<file path="config.mk">
export PLATFORM = sky130hd
export DESIGN_NAME = irq_status_reg
export DESIGN_NICKNAME = d
export VERILOG_FILES = /design/src/rtl/irq_pkg.sv /design/src/rtl/irq_edge_det.sv /design/src/rtl/irq_rx_arm.sv /design/src/rtl/irq_wake_ctl.sv /design/src/rtl/irq_status_reg.sv
export SDC_FILE = /design/constraint.sdc
export NUM_CORES = 1
export LEC_CHECK = 0
export BUFFER_PORTS_ARGS = -buffer_cell sky130_fd_sc_hd__buf_2
export CORE_AREA = 8 8 45 47
export CTS_CLUSTER_SIZE = 20
export DETAILED_ROUTE_END_ITERATION = 12
export DIE_AREA = 0 0 53 55
export PLACE_DENSITY = 0.66
export SLEW_MARGIN = 10
export SYNTH_ARGS = -nofsm -noshare
export SYNTH_HDL_FRONTEND = slang
export SYNTH_SLANG_ARGS = --single-unit
</file>
<file path="constraint.sdc">
create_clock -name clk -period 1 [get_ports clk]
set_input_delay 0.2 -clock clk [delete_from_list [all_inputs] [get_ports clk]]
set_output_delay 0.2 -clock clk [all_outputs]
set_load 0.03 [all_outputs]
</file>
<file path="src/rtl/irq_pkg.sv">
package irq_pkg;

    localparam int NUM_SRC  = 5;

    localparam int IDX_RX   = 0;
    localparam int IDX_TX   = 1;
    localparam int IDX_ERR  = 2;
    localparam int IDX_OVR  = 3;
    localparam int IDX_WAKE = 4;

    typedef enum logic [1:0] {
        EDGE_RISE = 2'd0,
        EDGE_FALL = 2'd1,
        EDGE_ANY  = 2'd2
    } edge_kind_e;

    typedef logic [NUM_SRC-1:0] src_vec_t;

endpackage

</file>
<file path="src/rtl/irq_edge_det.sv">
// Registers the previous value of one or more level inputs and flags a
// transition of the selected kind on any of them.
module irq_edge_det
    import irq_pkg::*;
#(
    parameter int         W    = 1,
    parameter edge_kind_e KIND = EDGE_RISE
) (
    input  logic         clk,
    input  logic         rst,
    input  logic [W-1:0] sig_i,
    output logic         evt_o
);

    typedef struct packed {
        logic [W-1:0] hist;
    } hist_st_t;

    hist_st_t     st_d, st_q;
    logic [W-1:0] edge_vec;

    generate
        if (KIND == EDGE_RISE) begin : g_rise
            assign edge_vec = sig_i & ~st_q.hist;
        end else if (KIND == EDGE_FALL) begin : g_fall
            assign edge_vec = ~sig_i & st_q.hist;
        end else begin : g_any
            assign edge_vec = sig_i ^ st_q.hist;
        end
    endgenerate

    // History follows the input during reset as well, so a level that is
    // already present when reset is released is not seen as an edge.
    always_comb begin
        st_d      = st_q;
        st_d.hist = sig_i;
    end

    always_ff @(posedge clk) begin
        st_q <= st_d;
    end

    assign evt_o = !rst && (|edge_vec);

endmodule

</file>
<file path="src/rtl/irq_rx_arm.sv">
// Receive source: fires on the arrival of a message, and once more one
// clock after a release command if a further message is pending.
module irq_rx_arm
    import irq_pkg::*;
(
    input  logic clk,
    input  logic rst,
    input  logic rx_sts_i,
    input  logic rel_cmd_i,
    output logic evt_o
);

    typedef struct packed {
        logic armed;
    } arm_st_t;

    arm_st_t st_d, st_q;
    logic    arrive_evt;

    irq_edge_det #(
        .W    (1),
        .KIND (EDGE_RISE)
    ) u_arrive (
        .clk   (clk),
        .rst   (rst),
        .sig_i (rx_sts_i),
        .evt_o (arrive_evt)
    );

    always_comb begin
        st_d       = st_q;
        st_d.armed = rel_cmd_i;
        if (rst) begin
            st_d.armed = 1'b0;
        end
    end

    always_ff @(posedge clk) begin
        st_q <= st_d;
    end

    assign evt_o = !rst && (arrive_evt || (st_q.armed && rx_sts_i));

endmodule

</file>
<file path="src/rtl/irq_wake_ctl.sv">
// Wake-up source: sleep exit, or a sleep request that cannot be honoured
// because the bus is busy or an interrupt is already waiting.
module irq_wake_ctl
    import irq_pkg::*;
(
    input  logic clk,
    input  logic rst,
    input  logic sleep_mode_i,
    input  logic sleep_req_i,
    input  logic bus_active_i,
    input  logic pending_i,
    output logic evt_o
);

    logic exit_evt;
    logic refuse_evt;

    irq_edge_det #(
        .W    (1),
        .KIND (EDGE_FALL)
    ) u_exit (
        .clk   (clk),
        .rst   (rst),
        .sig_i (sleep_mode_i),
        .evt_o (exit_evt)
    );

    always_comb begin
        refuse_evt = sleep_req_i && (bus_active_i || pending_i);
        evt_o      = !rst && (exit_evt || refuse_evt);
    end

endmodule

</file>
<file path="src/rtl/irq_status_reg.sv">
// Top: gathers the five event sources, gates them with their enables,
// holds the flags until a host read and drives the open-drain request.
module irq_status_reg
    import irq_pkg::*;
#(
    parameter int DATA_W = 8
) (
    input  logic               clk,
    input  logic               rst,
    input  logic [4:0]         src_en,
    input  logic               ovr_sts,
    input  logic               err_sts,
    input  logic               bus_sts,
    input  logic               tx_sts,
    input  logic               rx_sts,
    input  logic               rel_rx_cmd,
    input  logic               sleep_mode,
    input  logic               sleep_req,
    input  logic               bus_active,
    input  logic               rd_stb,
    output logic [DATA_W-1:0]  rd_data,
    output logic               irq_oe,
    output logic               irq_o
);

    localparam int RSV_W = DATA_W - NUM_SRC;

    typedef struct packed {
        src_vec_t flags;
    } reg_st_t;

    reg_st_t  st_d, st_q;
    src_vec_t raw_vec;
    src_vec_t set_vec;
    logic     pending;

    assign pending = |st_q.flags;

    irq_edge_det #(
        .W    (1),
        .KIND (EDGE_RISE)
    ) u_ovr (
        .clk   (clk),
        .rst   (rst),
        .sig_i (ovr_sts),
        .evt_o (raw_vec[IDX_OVR])
    );

    irq_edge_det #(
        .W    (2),
        .KIND (EDGE_ANY)
    ) u_err (
        .clk   (clk),
        .rst   (rst),
        .sig_i ({bus_sts, err_sts}),
        .evt_o (raw_vec[IDX_ERR])
    );

    irq_edge_det #(
        .W    (1),
        .KIND (EDGE_RISE)
    ) u_tx (
        .clk   (clk),
        .rst   (rst),
        .sig_i (tx_sts),
        .evt_o (raw_vec[IDX_TX])
    );

    irq_rx_arm u_rx (
        .clk       (clk),
        .rst       (rst),
        .rx_sts_i  (rx_sts),
        .rel_cmd_i (rel_rx_cmd),
        .evt_o     (raw_vec[IDX_RX])
    );

    irq_wake_ctl u_wake (
        .clk          (clk),
        .rst          (rst),
        .sleep_mode_i (sleep_mode),
        .sleep_req_i  (sleep_req),
        .bus_active_i (bus_active),
        .pending_i    (pending),
        .evt_o        (raw_vec[IDX_WAKE])
    );

    assign set_vec = raw_vec & src_en;

    // The clear from a read is applied first and new events are ORed in
    // after it, so an event arriving in the read cycle survives.
    always_comb begin
        st_d = st_q;
        if (rd_stb) begin
            st_d.flags = '0;
        end
        st_d.flags = st_d.flags | set_vec;
        if (rst) begin
            st_d.flags = '0;
        end
    end

    always_ff @(posedge clk) begin
        st_q <= st_d;
    end

    generate
        if (RSV_W > 0) begin : g_rsv
            assign rd_data = {{RSV_W{1'b1}}, st_q.flags};
        end else begin : g_norsv
            assign rd_data = st_q.flags[DATA_W-1:0];
        end
    endgenerate

    assign irq_oe = pending;
    assign irq_o  = 1'b0;

endmodule

</file>
==> impl_results.md <==
- Area leader, netlist: dfxtp_1
- Initial antenna violation count: 0
- CP Capture Type: output port
- Design area: 699 um^2
- Final Worst Setup Slack: -379 ps
- Critical Path RT: around 800 ps
- TritonCTS clock tree: yes
- Dpl hpwl: ~830 um
- Cts hold-fix bufs: 0
- H-tree depth: 1
- Die Area: 2920 um^2
- Routability-driven placement congestion ratio: 0.680
- Most common cell in the netlist: dfxtp_1
- Clock Tree Buf Depth: 2
- Slowest CP cell: dfxtp_4
- DR vias/cell: between 4 and 5
- TritonCTS buffer count: 3
- Crit-path max cell delay: 360 ps
- Sequential element share of the synthesized area: between 50% and 60%
- Worst Path Class, Setup: reg -> out
- Drt wl/cell: 11.6 um
- Async set-reset flop share out of synthesis: 0%
- Largest net degree at the start of global routing: 8
- Final setup vio count: 6
- Max-cap viol count: 0
- Die Y: 55 um
- Worst-path fanout max: 2
- Synth warn: 0
- Worst EP arrival: around 1200 ps
- Chip width: 53 um
- Sw frac: 25.4%
- Ranking of synthesized cells by instance count: dfxtp_1 (12), a21oi_1 (4), buf_4 (4), nand2_1 (4)
- Combinational share of power: 19.5%
- Vias in the first global route: 410
- Fin. max-slew vios: 0
- Max IR drop VDD: between 1 and 1.5 mV
- Cell Int Power: approximately 830 uW
- TNS Setup: -866 ps
- Clock Skew: 0.741 ps
- Seq pwr share: between 40% and 50%
- Post-route ant nets: 0
- Post-synth EDFFs: 0
- Syn-to-layout area delta: 65.9%
- Switch Pwr: 283 uW
- #FFs+latches synth: 12
- Clock network power share: 34.1%
- Worst min path class: in -> reg
- Minimum clock period: between 1000 and 1500 ps
- Fin crit share: 138%
- Clk sink count: 12
- Critical-path cell list: nor4_4 -> nand2b_4 -> buf_6
- DR vias: 376
- Failing checks: negative setup slack
- Total power divided by cell area: approximately 1600 nW/um^2
- Starting DRT DRC Count: 1
- Clk_lat worst skew: 270 ps
- Ys flop type: dfxtp_1
- Row cnt: 14
- Fmax: around 720 MHz
- Final wirelength: 1.02 mm
- Total grt overflow: 0
- Hold path cells: 1
- Worst r2r path cells: 3
- RSZ-0062 raised after global routing: yes
- Mapped cell area: 422 um^2
- Final core utilization: between 50% and 60%
- CP startpoint kind: flop
- Mapped Cells: 42
- DRC: 0
- Global-route usage over all layers: 8.22%
- Antenna fix cells: 0
- Initial DRT Pass Iterations: 2
- Worst-path clk slew: 70 ps
- Clock Tree Root: clkbuf_4
- Global-route wire length before repair: 1.72 mm
- Yosys top cell area share: a little under three fifths
- Cell variety after synth: 15
- Count of input and output buffers: 22
- Final Hold Viols: 0
- Layout Nets: 90
- Leakage power: 0.334 nW
- DP Area: 582 um^2
- Initial core utilization: 30.5%
- Avg Cell Area, Syn: 10.0 um^2
- Layout cells sized above 1: 54.2%
- Io pins: 27
- Core area: between 1000 and 1500 um^2
- Outcome: complete, but fails checks
- Dominant cells by area after synthesis: dfxtp_1 (57%), buf_4 (7.1%), a21oi_1 (4.7%), a32oi_1 (4.2%), xor2_1 (4.2%)
## power groups by stage
stage                     Sequential (mW)  Combinational, mW  Clock (mW)
after floorplan                     0.552             0.0955           0
after global routing                0.520              0.236       0.412
final                               0.516              0.217       0.379
after CTS                           0.521              0.214       0.395
after detailed placement            0.531              0.180           0
after global placement              0.529              0.177           0
## placed cells by master (no fill, tap or decap)
| master | synthesis | layout |
|---|---|---|
| o21ai_0 | 1 | 1 |
| clkbuf_8 | 0 | 1 |
| a32oi_1 | 2 | 2 |
| clkbuf_4 | 0 | 3 |
| buf_6 | 0 | 11 |
| a21o_1 | 1 | 1 |
| conb_1 | 2 | 4 |
| a21oi_1 | 4 | 4 |
| buf_4 | 4 | 1 |
| nor2_1 | 2 | 2 |
| nand2b_4 | 0 | 1 |
| dfxtp_2 | 0 | 1 |
| nand2b_1 | 2 | 1 |
| nor4_4 | 0 | 1 |
| xor2_1 | 2 | 2 |
| nand3b_1 | 2 | 2 |
| buf_2 | 0 | 16 |
| dfxtp_4 | 0 | 4 |
| inv_1 | 2 | 2 |
| nor2b_1 | 1 | 1 |
| nand2_1 | 4 | 4 |
| dfxtp_1 | 12 | 7 |
## routing by layer
layer	GRT usage, %	share of wire [%]	vias up
li1	-	-	194
met1	8.27	40	157
met2	12.5	42	23
met3	5.35	15	2
met4	5.17	1.9	0
met5	0	0	-
## final cells by class
class,count,area (um^2)
clock buffer,4,36.3
fill,138,684
inverter,2,7.51
multi-input combinational,26,168
sequential,12,256
tap,16,20.0
timing repair buffer,28,211
## worst max-delay path: cells and delay by family (launching register included)
family / cells / cell delay [ps]
buffers and inverters: 1 / 140
AND/OR/NAND/NOR: 2 / 410
flip-flops: 1 / 360
## timing repair
item / 4_1_cts / 5_1_grt
endpoints found under the setup margin: 7 / 7
setup buffers: 1 / 1
gates resized for setup: 17 / 5
pin swaps: 1 / 0
## final timing paths
kind              slack (ps)               start                          to
setup / recovery        -380  st_q[0]$_SDFF_PP0_                      irq_oe
hold / removal            40          sleep_mode  u_wake.u_exit.st_q$_DFF_P_
setup reg to reg         -20  st_q[0]$_SDFF_PP0_          st_q[4]$_SDFF_PP0_
hold reg to reg          480   u_tx.st_q$_DFF_P_          st_q[1]$_SDFF_PP0_
## sequential cells by signal (all words and copies together), names as in the netlist
signal,cells
u_tx.st_q,1
u_err.st_q,2
u_wake.u_exit.st_q,1
u_rx.st_q,1
u_ovr.st_q,1
st_q,5
u_rx.u_arrive.st_q,1
## logic make-up after synthesis
family | after synthesis | synth area share [%]
DFF | 12 | 57.0
and+or+nand+nor | 12 | 16.3
AOI/OAI and AO/OA | 8 | 11.9
buffers and inverters | 6 | 8.90
xor gates and xnor gates | 2 | 4.16
other | 2 | 1.78
## per-stage QoR
step                hold slack [ps]  setup WS (ps)  instances  power (mW)
global route                   29.2           -431         88        1.17
floorplan                       228          -35.2         44       0.648
global placement                318          -97.2         82       0.706
CTS                            32.6           -396         87        1.13
finish                         39.8           -379         88        1.11
detailed placement              319           -141         82       0.711
(Power assumes the default switching activity.)
